==> config.mk <==
export PLATFORM = sky130hd
export DESIGN_NAME = gpio_irq_port
export DESIGN_NICKNAME = d
export VERILOG_FILES = /design/src/rtl/gpio_irq_port.sv
export SDC_FILE = /design/constraint.sdc
export NUM_CORES = 1
export LEC_CHECK = 0
export ABC_CLOCK_PERIOD_IN_PS = 2300
export BUFFER_PORTS_ARGS = -buffer_cell sky130_fd_sc_hd__clkbuf_2
export CORE_ASPECT_RATIO = 1.1
export CORE_MARGIN = 1
export CORE_UTILIZATION = 40
export CTS_BUF_LIST = sky130_fd_sc_hd__clkbuf_8
export DETAILED_ROUTE_END_ITERATION = 12
export GPL_ROUTABILITY_DRIVEN = 0
export PLACE_DENSITY = 0.61
export SYNTH_ARGS = -nofsm -noshare
export SYNTH_HDL_FRONTEND = slang
export SYNTH_SLANG_ARGS = --single-unit
==> constraint.sdc <==
create_clock -name clk -period 2.3 [get_ports clk]
set_input_delay 0.23 -clock clk [delete_from_list [all_inputs] [get_ports clk]]
set_output_delay 0.23 -clock clk [all_outputs]
set_load 0.03 [all_outputs]
==> src/rtl/gpio_irq_port.sv <==
module gpio_irq_port #(
  parameter int NPINS       = 32,
  parameter int SYNC_STAGES = 2,
  parameter int AW          = 5
) (
  input  logic             clk,
  input  logic             rst_n,
  input  logic             bus_en,
  input  logic             bus_we,
  input  logic [AW-1:0]    bus_addr,
  input  logic [NPINS-1:0] bus_wdata,
  output logic [NPINS-1:0] bus_rdata,
  input  logic [NPINS-1:0] pin_in,
  output logic [NPINS-1:0] pin_out,
  output logic [NPINS-1:0] pin_oe,
  output logic             irq_lo,
  output logic             irq_hi
);
  localparam int HALF = NPINS / 2;
  localparam logic [2:0] W_DOUT  = 3'd0;
  localparam logic [2:0] W_DIR   = 3'd1;
  localparam logic [2:0] W_PAD   = 3'd2;
  localparam logic [2:0] W_TRLO  = 3'd3;
  localparam logic [2:0] W_TRHI  = 3'd4;
  localparam logic [2:0] W_MASK  = 3'd5;
  localparam logic [2:0] W_STAT  = 3'd6;
  localparam logic [2:0] W_BOTH  = 3'd7;

  logic [NPINS-1:0] dout_q, dir_q, trlo_q, trhi_q, mask_q, stat_q, both_q;
  logic [NPINS-1:0] sync_q [SYNC_STAGES];
  logic [NPINS-1:0] pad_q, prev_q, hit, clr;
  logic [2:0]       word;
  logic             wr;

  assign word = bus_addr[4:2];
  assign wr   = bus_en & bus_we;

  always_ff @(posedge clk or negedge rst_n) begin
    if (!rst_n) begin
      dout_q <= '0;
      dir_q  <= '0;
      trlo_q <= '0;
      trhi_q <= '0;
      mask_q <= '0;
      both_q <= '0;
    end else if (wr) begin
      case (word)
        W_DOUT: dout_q <= bus_wdata;
        W_DIR:  dir_q  <= bus_wdata;
        W_TRLO: trlo_q <= bus_wdata;
        W_TRHI: trhi_q <= bus_wdata;
        W_MASK: mask_q <= bus_wdata;
        W_BOTH: both_q <= bus_wdata;
        default: ;
      endcase
    end
  end

  always_ff @(posedge clk or negedge rst_n) begin
    if (!rst_n) sync_q[0] <= '0;
    else        sync_q[0] <= pin_in;
  end

  for (genvar k = 1; k < SYNC_STAGES; k++) begin : g_sync
    always_ff @(posedge clk or negedge rst_n) begin
      if (!rst_n) sync_q[k] <= '0;
      else        sync_q[k] <= sync_q[k-1];
    end
  end

  assign pad_q = sync_q[SYNC_STAGES-1];

  always_ff @(posedge clk or negedge rst_n) begin
    if (!rst_n) prev_q <= '0;
    else        prev_q <= pad_q;
  end

  for (genvar i = 0; i < NPINS; i++) begin : g_pin
    logic [1:0] mode;
    logic       rise, fall;
    if (i < HALF) begin : g_lo
      assign mode = trlo_q[2*i +: 2];
    end else begin : g_hi
      assign mode = trhi_q[2*(i-HALF) +: 2];
    end
    assign rise = pad_q[i] & ~prev_q[i];
    assign fall = ~pad_q[i] & prev_q[i];
    assign hit[i] = both_q[i]     ? (rise | fall) :
                    (mode == 2'b00) ? ~pad_q[i] :
                    (mode == 2'b01) ?  pad_q[i] :
                    (mode == 2'b10) ?  rise : fall;
  end

  assign clr = (wr && word == W_STAT) ? bus_wdata : '0;

  always_ff @(posedge clk or negedge rst_n) begin
    if (!rst_n) stat_q <= '0;
    else        stat_q <= (stat_q & ~clr) | hit;
  end

  always_comb begin
    case (word)
      W_DOUT:  bus_rdata = dout_q;
      W_DIR:   bus_rdata = dir_q;
      W_PAD:   bus_rdata = pad_q;
      W_TRLO:  bus_rdata = trlo_q;
      W_TRHI:  bus_rdata = trhi_q;
      W_MASK:  bus_rdata = mask_q;
      W_STAT:  bus_rdata = stat_q;
      default: bus_rdata = both_q;
    endcase
  end

  assign pin_out = dout_q;
  assign pin_oe  = dir_q;
  assign irq_lo  = |(stat_q[HALF-1:0] & mask_q[HALF-1:0]);
  assign irq_hi  = |(stat_q[NPINS-1:HALF] & mask_q[NPINS-1:HALF]);
endmodule

== Word level (Yosys, flattened, before mapping) ==
Index checks and enable logic that the tools add are counted.

* Multiplexer cells: 130
* Bitwise operators: 166
* Add/subtract/negate cells: 0
* Div/mod/pow operators: 0
* Shift operators: 0
* Multipliers: 0
* Eq/ne operators: 71
* Reductions and logical operators: 42
* Magnitude comparators: 0

{| class="wikitable"
|+ Operators with widths
! cell !! count
|-
| $pmux W32 S7 || 1
|-
| $mux W1 || 128
|-
| $and A1 B1 Y1 || 65
|-
| $eq A2 B1 Y1 const B || 32
|-
| $eq A2 B2 Y1 const B || 32
|-
| $logic_not A2 Y1 || 32
|-
| $not A1 Y1 || 64
|-
| $and A16 B16 Y16 || 2
|-
| $and A32 B32 Y32 || 1
|-
| $mux W32 || 1
|-
| $not A32 Y32 || 1
|-
| $or A1 B1 Y1 || 32
|-
| $or A32 B32 Y32 || 1
|-
| $reduce_or A16 Y1 || 2
|-
| $eq A3 B3 Y1 const B || 4
|-
| $reduce_and A2 Y1 || 6
|-
| $eq A3 B2 Y1 const B || 2
|-
| $eq A3 B1 Y1 const B || 1
|-
| $logic_not A3 Y1 || 1
|-
| $logic_and A1 B1 Y1 || 1
|}

* Output and inout bits: 98
* Bits in latches: 0
* Logic and storage cells: 419
* Input bits: 73
* RAM bits: 0
* Memories kept: 0
* ROM bits: 0
* Flip-flop bits (word level): 320

== Depth between registers and ports, before layout ==
* Depth in word-level cells: 7
* Mapped depth: 8
* Depth with buffers taken out: 6

== Least setup slack after synthesis ==
Ideal clock, no wire load.

* Kind: input to output
* From: input bus_addr[4]
* To: output bus_rdata[10]
* Slack: 0.372 ns
* Cell stages on the path: 5
* Data arrival time: 1.698 ns
* Cells stage by stage: buf_4 > nor3_4 > clkbuf_1 > a22oi_1 > a31oi_1

* Longest elaborated chain between the ends: 2
* Elaborated cells between the ends (all ways): 8
* Classes of those cells: eq/ne: 6; mux: 1; reduce/logical: 1

{| class="wikitable"
|+ Ends and longest elaborated chain
! what !! RTL line !! source
|-
| start: declaration || 10 || <nowiki>input logic [AW-1:0] bus_addr,</nowiki>
|-
| $eq A3 B3 Y1 (tied with other cells) || 102 || <nowiki>case (word)</nowiki>
|-
| $pmux W32 S7 * || 102 ||
|-
| end: declaration || 12 || <nowiki>output logic [NPINS-1:0] bus_rdata,</nowiki>
|}

Every way passes the cells marked *; elsewhere a longest branch is shown, timed or not.

== Worst setup path after layout ==
* From: register mask_q[31]
* To: output irq_hi

* Longest elaborated chain between the ends: 2

{| class="wikitable"
|+ Ends and longest elaborated chain
! what !! RTL line !! source
|-
| start: declaration || 29 || <nowiki>logic [NPINS-1:0] dout_q, dir_q, trlo_q, trhi_q, mask_q, stat_q, both_q;</nowiki>
|-
| start signal: assignment || 52 || <nowiki>W_MASK: mask_q <= bus_wdata;</nowiki>
|-
| $and A16 B16 Y16 || 117 || <nowiki>assign irq_hi = |(stat_q[NPINS-1:HALF] & mask_q[NPINS-1:HALF]);</nowiki>
|-
| $reduce_or A16 Y1 || 117 ||
|-
| end: declaration || 17 || <nowiki>output logic irq_hi</nowiki>
|}

No other way between the ends.

==> impl_metrics.json <==
{
  "cts_root_buf": "clkbuf_8",
  "num_io_pins": 171,
  "syn2layout_area_growth_pct": 23.0,
  "synth-async-reset-ratio_pct": 100,
  "synth_edf_count": 0,
  "vias": 11000,
  "grt_pass1_wl_um": 67400,
  "finalSetupViolations": 0,
  "cap_violations": 0,
  "synthMostInstantiatedCell": "dfrtp_1",
  "start_util_pct": 40.8,
  "status": "complete, no violations",
  "antenna_cells": 0,
  "routed_wirelength_um": 43500,
  "ys_seq_area_share_pct": 52.6,
  "cts_buffers": 54,
  "use_met3_pct": 3.77,
  "ys.flop_type": "dfrtp_1",
  "start_kind": "flip-flop",
  "worst_slack_ns": 0.0397,
  "clock_sink_count": 320,
  "grt_pass1_vias": 11300,
  "critical_path.max_fanout": 3,
  "fin_crit_sh_pct": 98.3,
  "fp.coreArea_mm2": 0.0373,
  "dp_slack_ns": 0.114,
  "postSynthCellCount": 1234,
  "max_stage_delay_ns": 0.40,
  "die_x_um": 188,
  "drt_iter0_drc": 730,
  "clock_latency_ns": 0.62,
  "clk_pin_slew_ns": 0.06,
  "die_y_um": 207,
  "synth.net_count": 1371,
  "io_buffers": 168,
  "final_nets": 1649,
  "endpoint_kind": "primary output",
  "hold_viol": 0,
  "wire_per_inst_um": 21.2,
  "setup_tns_ns": 0,
  "finalPower_mw": 16.4,
  "critPathKind": "reg2out",
  "core.rowCount": 74,
  "ys_warn_count": 0,
  "cts_tree": "yes",
  "worst_slew_pin_slew_ns": 0.619,
  "antenna_found_initial": 0,
  "holdCritPathClass": "in2reg",
  "maxSlewHeadroom_pct": 58.8,
  "ant_nets": 0,
  "r2r_slack_ns": 0.79,
  "slowest_stage": "dfrtp_1",
  "drt_pre_antenna_iters": 7,
  "grt_max_degree": 71,
  "ys_top_cells_by_area": "dfrtp_1 53%, mux2_2 8.8%, ha_1 5.3%",
  "period_needed_ns": 2.26,
  "grt_use_total_pct": 23.1,
  "fmax_ghz": 0.442,
  "skew_ns": 0.0174,
  "slew_viol_final": 0,
  "leakagePower_nw": 8.72,
  "synth_top_area_cell": "dfrtp_1",
  "path_cells": "a22o_1 > a221oi_1 > nand4_1 > clkbuf_2",
  "grt_util_met1_pct": 30.4,
  "critPathTopFamily": "compound AO/OA/AOI/OAI gates",
  "drc": 0,
  "busiest_layer": "met2",
  "ys_top_cells_by_count": "320 x dfrtp_1, 119 x mux2_2, 96 x inv_1",
  "vdd_drop_max_mv": 0.543,
  "hpwl_um": 30500,
  "cp.required_ns": 2.07,
  "synth_seq_cells": 320,
  "syn_area_per_cell_um2": 12.3,
  "avgViaCountPerCell": 5.37,
  "drive_above_1_share_pct": 31.5,
  "rsz0062_at_grt": "true",
  "synth_top_area_share_pct": 52.6,
  "met2_usage_pct": 38.2,
  "die_area_mm2": 0.0388,
  "synth_cell_types": 51,
  "syn-cell-area_mm2": 0.0152,
  "crit_buf_inv": 1,
  "cts_max_path_buffers": 3,
  "grt_overflow_total": 0,
  "htreeDepth": 2,
  "p_per_area_mw_per_mm2": 879,
  "worstPathArrival_ns": 2.03
}
-- routing by layer --
metal	part of all wire [%]	wire length [µm]
met1	42	18100
met2	48	20800
met3	7.7	3350
met4	2.9	1270
met5	0	0
-- worst reg2reg max path: stages, from the launching register on --
cell and delay [ns]:
dfrtp_1 0.47, inv_1 0.08, ha_1 0.19, and2_1 0.15, o21ai_0 0.16, mux2i_1 0.09
a211o_1 0.27
-- placed cells by master, fill, tap and decap left out, types with 4 or more instances in the layout --
cell type,n
dfrtp_1,314
clkbuf_2,164
mux2_2,119
inv_1,117
o21ai_0,92
clkbuf_8,76
dlygate4sd3_1,66
nand2_1,64
ha_1,64
a22oi_1,52
mux2_4,40
mux2i_1,34
a221oi_1,33
buf_4,33
nor2_1,30
xnor2_1,29
nand2b_1,29
o211ai_1,29
a21oi_1,27
a31oi_1,26
a21o_1,26
buf_12,17
a22o_1,9
mux4_2,8
mux2_1,8
dfrtp_2,6
nand4_1,4
-- logic make-up (layout without fill, tap and decap cells) --
group                      Yosys count  in the layout  share of synthesized area [%]
adders and majority gates           64             64                           5.26
and+or+nand+nor                    146            146                           4.99
DFF                                320            320                           52.6
buffers and inverters              158            481                           5.26
xor gates and xnor gates            30             30                           1.73
muxes                              209            209                           16.8
AOI/OAI and AO/OA                  307            307                           13.3
-- state kept, by name (all words and copies together) (netlist names) --
signal / count
both_q: 32
mask_q: 32
pad_q: 32
pin_oe: 32
pin_out: 32
prev_q: 32
stat_q: 32
sync_q: 32
trhi_q: 32
trlo_q: 32
-- report_power, final --
group | internal [mW] | switching [mW]
logic | 1.61 | 1.90
clock network | 3.02 | 2.32
registers | 6.52 | 1.08
-- metrics by stage --
stage	util (%)	area (µm²)	hold WS (ns)	cells
after floorplan	-	15200	-0.0656	1234
after global placement	45.1	16800	0.247	1883
after detailed placement	45.1	16800	0.253	1883
after CTS	50.1	18700	0.00306	2051
after global routing	50.2	18700	0.0540	2051
final	50.2	18700	0.0538	2051
-- layout make-up --
class | instances | area (µm²)
fillers | 3369 | 18600
flip-flops and latches | 320 | 8020
multi-input cells | 756 | 6450
repair buffers | 284 | 2100
clock buffers | 76 | 1050
well taps | 494 | 618
inverters | 96 | 360
clock inverters | 25 | 124
-- final timing paths --
check                      startpoint    endpoint  cells after the start
min in group asynchronous       rst_n  sync_q[61]                      2
max                        mask_q[31]      irq_hi                      4
min                            bus_en  stat_q[15]                      3
max reg2reg                 pad_q[15]  stat_q[15]                      6
max in group asynchronous       rst_n   pad_q[11]                      3
min reg2reg                sync_q[50]   pad_q[18]                      0
-- repair_timing --
action	in CTS	in global routing
setup buffers	1	0
cloned	0	0
endpoints found under the hold margin	291	0
resized for setup	11	4
pin swaps	0	1
hold buffers	66	0
setup endpoints to repair	4	5
No activity file was read; power rests on OpenSTA's default activity.
